[src/rtl/sac_pkg.sv]
// Package: shared mode encoding and helpers for the single-scan status controller.
// Assumes a 3-bit mode field per queue; codes 5..7 behave as continuous scan.
package sac_pkg;

    localparam int MODE_W = 3;

    typedef enum logic [MODE_W-1:0] {
        QM_OFF  = 3'd0,
        QM_SW   = 3'd1,
        QM_LVL  = 3'd2,
        QM_EDGE = 3'd3,
        QM_CONT = 3'd4
    } qmode_e;

    // True for the three single-scan variants.
    function automatic logic mode_is_single(input logic [MODE_W-1:0] m);
        return (m == QM_SW) || (m == QM_LVL) || (m == QM_EDGE);
    endfunction

    // True for the two variants that use external trigger detection.
    function automatic logic mode_is_detect(input logic [MODE_W-1:0] m);
        return (m == QM_LVL) || (m == QM_EDGE);
    endfunction

endpackage

[src/rtl/sac_mode_watch.sv]
// Module: sac_mode_watch
// Keeps a registered copy of one queue's mode field and flags the cycle in
// which the field becomes disabled. Assumes the mode input is synchronous to clk.
module sac_mode_watch
    import sac_pkg::*;
#(
    parameter int MW = MODE_W
) (
    input  logic          clk,
    input  logic          rst_n,
    input  logic [MW-1:0] mode_i,
    output logic          to_off_o
);

    logic [MW-1:0] prev_q;

    // Purpose: remember the mode seen on the previous edge.
    always_ff @(posedge clk) begin
        if (!rst_n) begin
            prev_q <= MW'(QM_OFF);
        end else begin
            prev_q <= mode_i;
        end
    end

    // Purpose: flag a transition into the disabled code.
    always_comb begin
        to_off_o = (mode_i == MW'(QM_OFF)) && (prev_q != MW'(QM_OFF));
    end

endmodule

[src/rtl/sac_clear_dec.sv]
// Module: sac_clear_dec
// Combines the three hardware clear sources of one queue into a single request.
// Assumes event strobes are one-cycle pulses aligned with the current mode.
module sac_clear_dec
    import sac_pkg::*;
#(
    parameter int MW = MODE_W
) (
    input  logic [MW-1:0] mode_i,
    input  logic          eoq_i,
    input  logic          gate_i,
    input  logic          to_off_i,
    output logic          clr_o
);

    logic eoq_hit;
    logic gate_hit;

    // Purpose: qualify each clear source by the mode it applies to.
    always_comb begin
        eoq_hit  = eoq_i && mode_is_single(mode_i);
        gate_hit = gate_i && (mode_i == MW'(QM_LVL));
        clr_o    = eoq_hit || gate_hit || to_off_i;
    end

endmodule

[src/rtl/sac_status_cell.sv]
// Module: sac_status_cell
// One status flop: set by an arm write, cleared by a clear request; clear wins.
module sac_status_cell (
    input  logic clk,
    input  logic rst_n,
    input  logic arm_i,
    input  logic clr_i,
    output logic stat_o
);

    // Purpose: update the status bit with clear priority over set.
    always_ff @(posedge clk) begin
        if (!rst_n) begin
            stat_o <= 1'b0;
        end else if (clr_i) begin
            stat_o <= 1'b0;
        end else if (arm_i) begin
            stat_o <= 1'b1;
        end
    end

endmodule

[src/rtl/sac_trig_qual.sv]
// Module: sac_trig_qual
// Turns the status bit into a software trigger or a detector enable, depending
// on the current mode. Continuous, disabled and reserved codes give neither.
module sac_trig_qual
    import sac_pkg::*;
#(
    parameter int MW = MODE_W
) (
    input  logic [MW-1:0] mode_i,
    input  logic          stat_i,
    output logic          sw_trig_o,
    output logic          det_en_o
);

    // Purpose: route the status bit to the output that matches the mode.
    always_comb begin
        sw_trig_o = stat_i && (mode_i == MW'(QM_SW));
        det_en_o  = stat_i && mode_is_detect(mode_i);
    end

endmodule

[src/rtl/scan_arm_ctrl.sv]
// Module: scan_arm_ctrl (top)
// Per-queue single-scan status bits with their mode-qualified trigger outputs.
// Assumes all strobes are synchronous one-cycle pulses; queue q's mode sits in
// q_mode[q*MW +: MW].
module scan_arm_ctrl
    import sac_pkg::*;
#(
    parameter int NQ = 4
) (
    input  logic                 clk,
    input  logic                 rst_n,
    input  logic [NQ*MODE_W-1:0] q_mode,
    input  logic [NQ-1:0]        arm_wr,
    input  logic [NQ-1:0]        xfer_eoq,
    input  logic [NQ-1:0]        gate_closed,
    output logic [NQ-1:0]        sss,
    output logic [NQ-1:0]        sw_trig,
    output logic [NQ-1:0]        det_en
);

    localparam int MW = MODE_W;

    for (genvar q = 0; q < NQ; q++) begin : g_queue
        logic [MW-1:0] mode_q;
        logic          to_off;
        logic          clr;

        assign mode_q = q_mode[q*MW +: MW];

        sac_mode_watch #(.MW(MW)) u_watch (
            .clk      (clk),
            .rst_n    (rst_n),
            .mode_i   (mode_q),
            .to_off_o (to_off)
        );

        sac_clear_dec #(.MW(MW)) u_clr (
            .mode_i   (mode_q),
            .eoq_i    (xfer_eoq[q]),
            .gate_i   (gate_closed[q]),
            .to_off_i (to_off),
            .clr_o    (clr)
        );

        sac_status_cell u_cell (
            .clk    (clk),
            .rst_n  (rst_n),
            .arm_i  (arm_wr[q]),
            .clr_i  (clr),
            .stat_o (sss[q])
        );

        sac_trig_qual #(.MW(MW)) u_qual (
            .mode_i    (mode_q),
            .stat_i    (sss[q]),
            .sw_trig_o (sw_trig[q]),
            .det_en_o  (det_en[q])
        );
    end

endmodule

[config.mk]
export PLATFORM = sky130hd
export DESIGN_NAME = scan_arm_ctrl
export DESIGN_NICKNAME = d
export VERILOG_FILES = /design/src/rtl/sac_pkg.sv /design/src/rtl/sac_mode_watch.sv /design/src/rtl/sac_clear_dec.sv /design/src/rtl/sac_status_cell.sv /design/src/rtl/sac_trig_qual.sv /design/src/rtl/scan_arm_ctrl.sv
export SDC_FILE = /design/constraint.sdc
export NUM_CORES = 1
export LEC_CHECK = 0
export ABC_AREA = 1
export CELL_PAD_IN_SITES_DETAIL_PLACEMENT = 0
export CELL_PAD_IN_SITES_GLOBAL_PLACEMENT = 1
export CORE_MARGIN = 4
export CORE_UTILIZATION = 27
export CTS_CLUSTER_DIAMETER = 200
export DETAILED_ROUTE_END_ITERATION = 10
export PLACE_DENSITY_LB_ADDON = 0.1
export SYNTH_ARGS = -nofsm -noshare
export SYNTH_HDL_FRONTEND = slang
export SYNTH_SLANG_ARGS = --single-unit
[constraint.sdc]
create_clock -name clk -period 0.9 [get_ports clk]
set_input_delay 0.09 -clock clk [delete_from_list [all_inputs] [get_ports clk]]
set_output_delay 0.09 -clock clk [all_outputs]
set_load 0.01 [all_outputs]
# Word level (Yosys, flattened, before mapping)
# Cells that the tools add are included.
# classes
n_eq_ne	12
bitwise	1
reduce_logical	52
# op_table
cell	count
== test 3 x 2 -> 1 bit, second input constant	8
logical AND 1 bit	20
logical OR 1 bit	20
== test 3 x 1 -> 1 bit, second input constant	4
logical NOT 3 bit	4
nonzero test 3 bit	4
OR reduction 2 bit	4
inverter 1 bit	1
# word_totals
reg_bits	16
inputBits	26
wordCells	73

# Longest topological paths before layout
# Gate-level depths: netlist of the first run.
# logic_depth
depth_word	7
ltp_mapped	5
depth_no_buf	5

# By module
# Synthesis of the first run repeated with hierarchy kept, for this count alone.
# unflattened
hier_cells	152
hier_area_um2	830.8
# by_module_without_submodules
mod	instances	cells_each	area_per_inst_um2
sac_mode_watch	4	17	112.6
sac_status_cell	4	5	35.0
sac_clear_dec	4	9	33.8
sac_trig_qual	4	7	26.3

# Worst setup path after synthesis of the first run
# Ideal clock, no wire load.
# synth_timing
path_kind	register to output
startpoint	register g_queue[0].u_cell.stat_o
endpoint	output port sw_trig[0]
arrival_ns	0.731
required_ns	0.810
setup_slack_ns	0.079
stages_incl_launch_ff	4
n_path_buf	1
cell_sequence	dfxtp_1 inv_1 nor4_1 buf_4
# synth_via
elab_chain_cells	1
# synth_rtl
element	line_no	text
from (decl)	sac_status_cell.sv:8	output logic stat_o
from (signal assigned)	sac_status_cell.sv:14	stat_o <= 1'b0;
from (signal assigned)	sac_status_cell.sv:16	stat_o <= 1'b0;
from (signal assigned)	sac_status_cell.sv:18	stat_o <= 1'b1;
logical AND 1 bit	sac_trig_qual.sv:17	sw_trig_o = stat_i && (mode_i == MW'(QM_SW));
to (decl)	scan_arm_ctrl.sv:17	output logic [NQ-1:0] sw_trig,
# No other way between the ends.

# Worst setup path after layout of the first run
# layout_timing
startpoint	input port q_mode[2]
endpoint	output port sw_trig[0]
# layout_via
elab_chain_cells	2
# layout_rtl
element	line_no	text
from (decl)	scan_arm_ctrl.sv:12	input logic [NQ*MODE_W-1:0] q_mode,
== test 3 x 1 -> 1 bit	sac_trig_qual.sv:17	
logical AND 1 bit	sac_trig_qual.sv:17	
# No other way between the ends.

==> metrics.txt, run 1 <==
status=complete, but fails checks; failing checks=setup timing; Final WS setup=-0.177 ns; Crit path largest cell delay=about 0.45 ns; CP endpoint kind=output pin; most frequent cells in the layout=inv_1 (28), nor2_1 (28), nand2_1 (24), buf_4 (20), clkdlybuf4s50_1 (14); WS Path Type=in2out; vias in the first global route=~850; post-route ant nets=0; GR Overflow Total=0; Final Critical Period=roughly 1.1 ns; postcts setup bufs=0; I/O pin cnt=38; largest net degree at the start of global routing=13; vias per cell=3.86; Starting DRT DRC Count=22; CTS tree=done; I/O Buffers=37; Tot Pwr=1.53 mW; non-filler instance count after layout=~230; ANT cells=0; chip height=64.1 um; ratio of cells with drive above 1 in the final layout=between 20% and 30%; GRT Util Overall=a little under a tenth; Seq/Total Area, Yosys=a little under two fifths; number of max-slew violations in the final report=0; Final setup violation count=12; Die ar.=~4100 um^2; initial core utilization=about 28%; Via Count=880; nets=between 200 and 250; Crit-path slowest cell=clkdlybuf4s50_1; Placed Cells=between 200 and 250; post-synthesis cell type count=11; worst slew pin tran=slightly above 0.2 ns; Core Footprint=~3000 um^2; Rows=20; Crit Path Max Fanout=3; Hold WS=between 0.15 and 0.2 ns; clock sinks=16; DP Wirelength=between 1500 and 2000 um; Highest Clock Rate=roughly 0.93 GHz; Inserted Clock Buffers=3; root buffer cell=clkbuf_4; Final Skew=0.000414 ns; drc violations=0; crit-path cells=clkdlybuf4s50_1 > nor4_1 > buf_2; Area growth syn-to-layout=63.6%; routing usage on met2=17.8%; Cells after Synth=134; final worst-path cycle share=120%; grt peak-use layer=met2; Slew HR=a little under nine tenths; first-pass GRT wire length=~3200 um; GR Util met3=3.87%; met1 Usage GRT=between 10% and 20%; Ys Warns=0; Worst Setup Start Kind=input pin; Post-Syn Area=850 um^2; Hold Path Class=in2reg; total of max-cap violations=0; Routed WL per cell=between 8 and 9 um; RSZ-0062 raised after global routing=true; drt first pass iters=3; Power Dens Cells=1100 nW/um^2; Worst-path clk slew=about 0.07 ns; worst path arrival time=0.99 ns; leakage power=approximately 0.77 nW; Net Count, Synth=160; Post-Route WL=between 1500 and 2000 um; final estimated routing congestion in global placement=approximately 0.77; CTS H-Tree Depth=1; Fin. Hold Viols=0; Critical Path RT=slightly above 0.8 ns; initial antenna violation count=0; Yosys reg bits=16; Peak VDD IR=between 0.9 and 1 mV; Mean Syn Cell Area=approximately 6.3 um^2; Max clock buf depth=2; chip width=approximately 64 um; clk_lat worst skew=about 0.27 ns
-- Yosys cell counts, drive strengths merged --
library cell,n,area share [%]
nand2,24,11
nand3b,4,3.5
dfxtp,16,38
nor4,4,2.9
nand3,4,2.4
inv,33,15
nor2,28,12
buf,13,11
nor3,8,4.7
-- layer usage --
metal	share of wire [%]	vias up
met5	0	-
met4	0	0
met3	3.9	0
met2	51	14
met1	45	382
li1	-	484
-- area by class of cell --
type	instances	area (um^2)
Timing Repair Buffer	60	505
Multi-Input combinational cell	72	358
Inverter	33	124
Clock buffer	3	22.5
Sequential cell	16	325
Fill cell	352	1640
Tap cell	44	55.1
-- stage by stage --
stage          worst slack, ns  area (um^2)  setup TNS [ns]  util (%)
4_1_cts                 -0.166         1360           -1.22      45.0
3_5_place_dp            -0.611         1350           -6.85      44.7
6_report                -0.177         1390           -1.05      45.9
3_3_place_gp            -0.649         1350           -6.82      44.7
2_1_floorplan           0.0788          850               0         -
5_1_grt                 -0.245         1390           -1.87      45.9
-- what timing repair did --
item,in CTS,in global routing
hold buffers,0,0
endpoints found under the setup margin,12,12
pin swaps,8,1
endpoints found under the hold margin,0,0
resized for setup,81,5
-- registers in the layout, summed over array words and instances (netlist names) --
register                flops
g_queue.u_cell.stat_o       4
g_queue.u_watch.prev_q     12
-- worst paths after layout --
path,start,end,slack [ns],depth (start not counted)
max,q_mode[2],sw_trig[0],-0.18,3
min,q_mode[1],g_queue[0].u_watch.prev_q[1],0.20,3
max reg2reg,g_queue[1].u_cell.stat_o,g_queue[1].u_cell.stat_o,0.08,5
min reg2reg,g_queue[2].u_watch.prev_q[2],g_queue[2].u_cell.stat_o,0.50,3
-- critical path: cells and delay by family --
family,cells,cell delay (ns)
and+or+nand+nor,1,0.27
buffers and inverters,2,0.62
-- kinds of logic (layout without fill, tap and decap cells) --
family,count (synthesis),after routing,synth area share [%]
DFF,16,16,37.7
buffers and inverters,46,96,25.8
and+or+nand+nor,72,72,36.5
-- power breakdown --
group | switching, mW | internal [mW] | total (mW)
sequential | 0.0188 | 0.754 | 0.772
clock | 0.185 | 0.155 | 0.339
combinational | 0.175 | 0.239 | 0.414
(Power assumes the default switching activity.)
==> run 2, diff against run 1 <==
--- a/config.mk
+++ b/config.mk
@@ -6,6 +6,7 @@
 export NUM_CORES = 1
 export LEC_CHECK = 0
 export ABC_AREA = 1
+export CAP_MARGIN = 20
 export CELL_PAD_IN_SITES_DETAIL_PLACEMENT = 0
 export CELL_PAD_IN_SITES_GLOBAL_PLACEMENT = 1
 export CORE_MARGIN = 4
@@ -13,6 +14,7 @@
 export CTS_CLUSTER_DIAMETER = 200
 export DETAILED_ROUTE_END_ITERATION = 10
 export PLACE_DENSITY_LB_ADDON = 0.1
+export REMOVE_ABC_BUFFERS = 1
 export SYNTH_ARGS = -nofsm -noshare
 export SYNTH_HDL_FRONTEND = slang
 export SYNTH_SLANG_ARGS = --single-unit
==> metrics.txt, run 2 (synthesis gave the netlist of run 1 again) <==
failing checks=setup timing; vias per cell=3.84 (-0.42%); root buffer cell=clkbuf_4; Power Dens Cells=1160 nW/um^2 (+6.1%); nets=213 (+0.47%); status=complete, but fails checks; Final setup violation count=12 (unchanged); final instance area=1420 um^2 (+2.3%); largest register by flop count=g_queue.u_watch.prev_q; Via Count=884 (+0.45%); GR Overflow Total=0 (unchanged); Largest regs=g_queue.u_watch.prev_q x12, g_queue.u_cell.stat_o x4; Final Critical Period=1.08 ns (+0.00381 ns); drt first pass iters=4 (+1); Core Footprint=3030 um^2 (unchanged); initial core utilization=28.1% (unchanged); placed inst area=1350 um^2 (-0.56%); leakage power=0.785 nW (+2.0%); chip height=64.1 um (unchanged); worst path arrival time=0.99 ns (about the same); ratio of cells with drive above 1 in the final layout=33.3% (+4.0 points); pre-CTS setup slack=-0.622 ns (-0.0106 ns); Starting DRT DRC Count=41 (+86%); ANT cells=0 (unchanged); fillers=336 (-4.5%); Inserted Clock Buffers=3 (unchanged); Critical Path RT=0.81 ns (about the same); most frequent cells in the layout=nor2_1 (26), inv_1 (25), nand2_1 (24), buf_4 (20), clkdlybuf4s50_1 (15); Crit Path Max Fanout=3 (unchanged); Worst Setup Start Kind=input pin; I/O Buffers=37 (unchanged); RSZ-0062 raised after global routing=true; Die ar.=4110 um^2 (unchanged); first-pass GRT wire length=3280 um (+1.5%); Highest Clock Rate=0.926 GHz (-0.35%); commonest non-fill, non-tap cell in the layout=nor2_1; clk_lat worst skew=0.28 ns (about the same); Final WS setup=-0.180 ns (-0.00381 ns); CP endpoint kind=output pin; initial antenna violation count=0 (unchanged); number of max-slew violations in the final report=0 (unchanged); final estimated routing congestion in global placement=0.736 (-4.8%); largest net degree at the start of global routing=13 (unchanged); post-route ant nets=0 (unchanged); Hold Path Class=in2reg; Slew HR=86.8% (+0.46 points); Tot Pwr=1.66 mW (+8.6%); CTS H-Tree Depth=1 (unchanged); clock sinks=16 (unchanged); total of max-cap violations=0 (unchanged); CTS tree=done; Largest register FFs=12 (unchanged); GRT Util Overall=9.79% (+0.31 points); Max clock buf depth=2 (unchanged); Peak VDD IR=0.332 mV (-65%); final core occ=47.0% (+1.1 points); vias in the first global route=864 (+2.2%); Final Skew=0.00291 ns (+0.00250 ns); Routed WL per cell=8.35 um (-0.30%); worst slew pin tran=0.196 ns (-0.00673 ns); drc violations=0 (unchanged); number of hold buffers added after cts=0 (unchanged); final worst-path cycle share=120% (+0.42 points); chip width=64.1 um (unchanged); WS Path Type=in2out; I/O pin cnt=38 (unchanged); DP Wirelength=1540 um (-1.9%); Fin. Hold Viols=0 (unchanged); Post-Route WL=1920 um (+0.58%); Worst-path clk slew=0.09 ns (+0.02 ns); Rows=20 (unchanged); Area growth syn-to-layout=67.5%
[run 2: cell count changes in the layout (fill, tap and decap cells not counted)]
| cell | change |
|---|---|
| clkdlybuf4s50_1 | +1 |
| nor4_2 | +2 |
| inv_1 | -3 |
| nor2_1 | -2 |
| nor2_2 | +2 |
| buf_6 | +1 |
| clkbuf_8 | +1 |
| dlygate4sd2_1 | -2 |
| nor4_4 | -1 |
| inv_2 | +3 |
| nor4_1 | -1 |
| dlymetal6s2s_1 | +1 |
[run 2: layout make-up]
cell class              instances  area, um^2  area share (%)
well taps                      44        55.1            3.87
clock buffers                   4        36.3            2.55
repair buffers                 61         522            36.7
inverters                      33         124            8.71
multi-input cells              72         360            25.3
flip-flops and latches         16         325            22.9
[run 2: timing repair]
item,in CTS,in global routing
endpoints found under the setup margin,12,12
buffers inserted,0,4
gates cloned,0,0
pin swaps,8,2
gates resized for setup,85,8
[run 2: stage by stage]
step / std cells / TNS, ns / hold slack (ns)
detailed placement: 224 / -6.58 / 0.507
global route: 230 / -2.22 / 0.191
finish: 230 / -1.40 / 0.155
global placement: 224 / -6.70 / 0.495
CTS: 228 / -1.41 / 0.190
floorplan: 121 / -0.148 / 0.183
[run 2: path summary, 6_finish.rpt]
| path | startpoint | endpoint | slack [ns] | cells past startpoint |
|---|---|---|---|---|
| worst max-delay path | q_mode[8] | sw_trig[2] | -0.18 | 3 |
| worst min-delay path | q_mode[9] | g_queue[3].u_watch.prev_q[0] | 0.16 | 4 |
| worst max register to register | g_queue[2].u_cell.stat_o | g_queue[2].u_cell.stat_o | 0 | 6 |
| worst min register to register | g_queue[3].u_watch.prev_q[2] | g_queue[3].u_cell.stat_o | 0.51 | 3 |
[run 2: power by group]
| part | total [mW] | switching [mW] | internal, mW |
|---|---|---|---|
| combinational | 0.428 | 0.178 | 0.251 |
| sequential | 0.772 | 0.0178 | 0.754 |
| clock | 0.457 | 0.211 | 0.246 |
| total | 1.66 | 0.407 | 1.25 |
[run 2: worst max-delay path: stages]
cell and delay (ns):
clkdlybuf4s50_1 0.46, nor4_2 0.27, buf_2 0.17
[run 2: metal layers]
layer	vias to the layer above	global-route usage, %	routed length, um
li1	486	-	-
met1	371	11.1	883
met2	27	17.0	933
met3	0	2.28	103
met4	0	4.75	0
met5	-	0	0
==> run 3, diff against run 2 <==
--- a/config.mk
+++ b/config.mk
@@ -6,7 +6,6 @@
 export NUM_CORES = 1
 export LEC_CHECK = 0
 export ABC_AREA = 1
-export CAP_MARGIN = 20
 export CELL_PAD_IN_SITES_DETAIL_PLACEMENT = 0
 export CELL_PAD_IN_SITES_GLOBAL_PLACEMENT = 1
 export CORE_MARGIN = 4
==> results of run 3 <==
The final DEF is identical to that of run 2; final timing and power are the same.
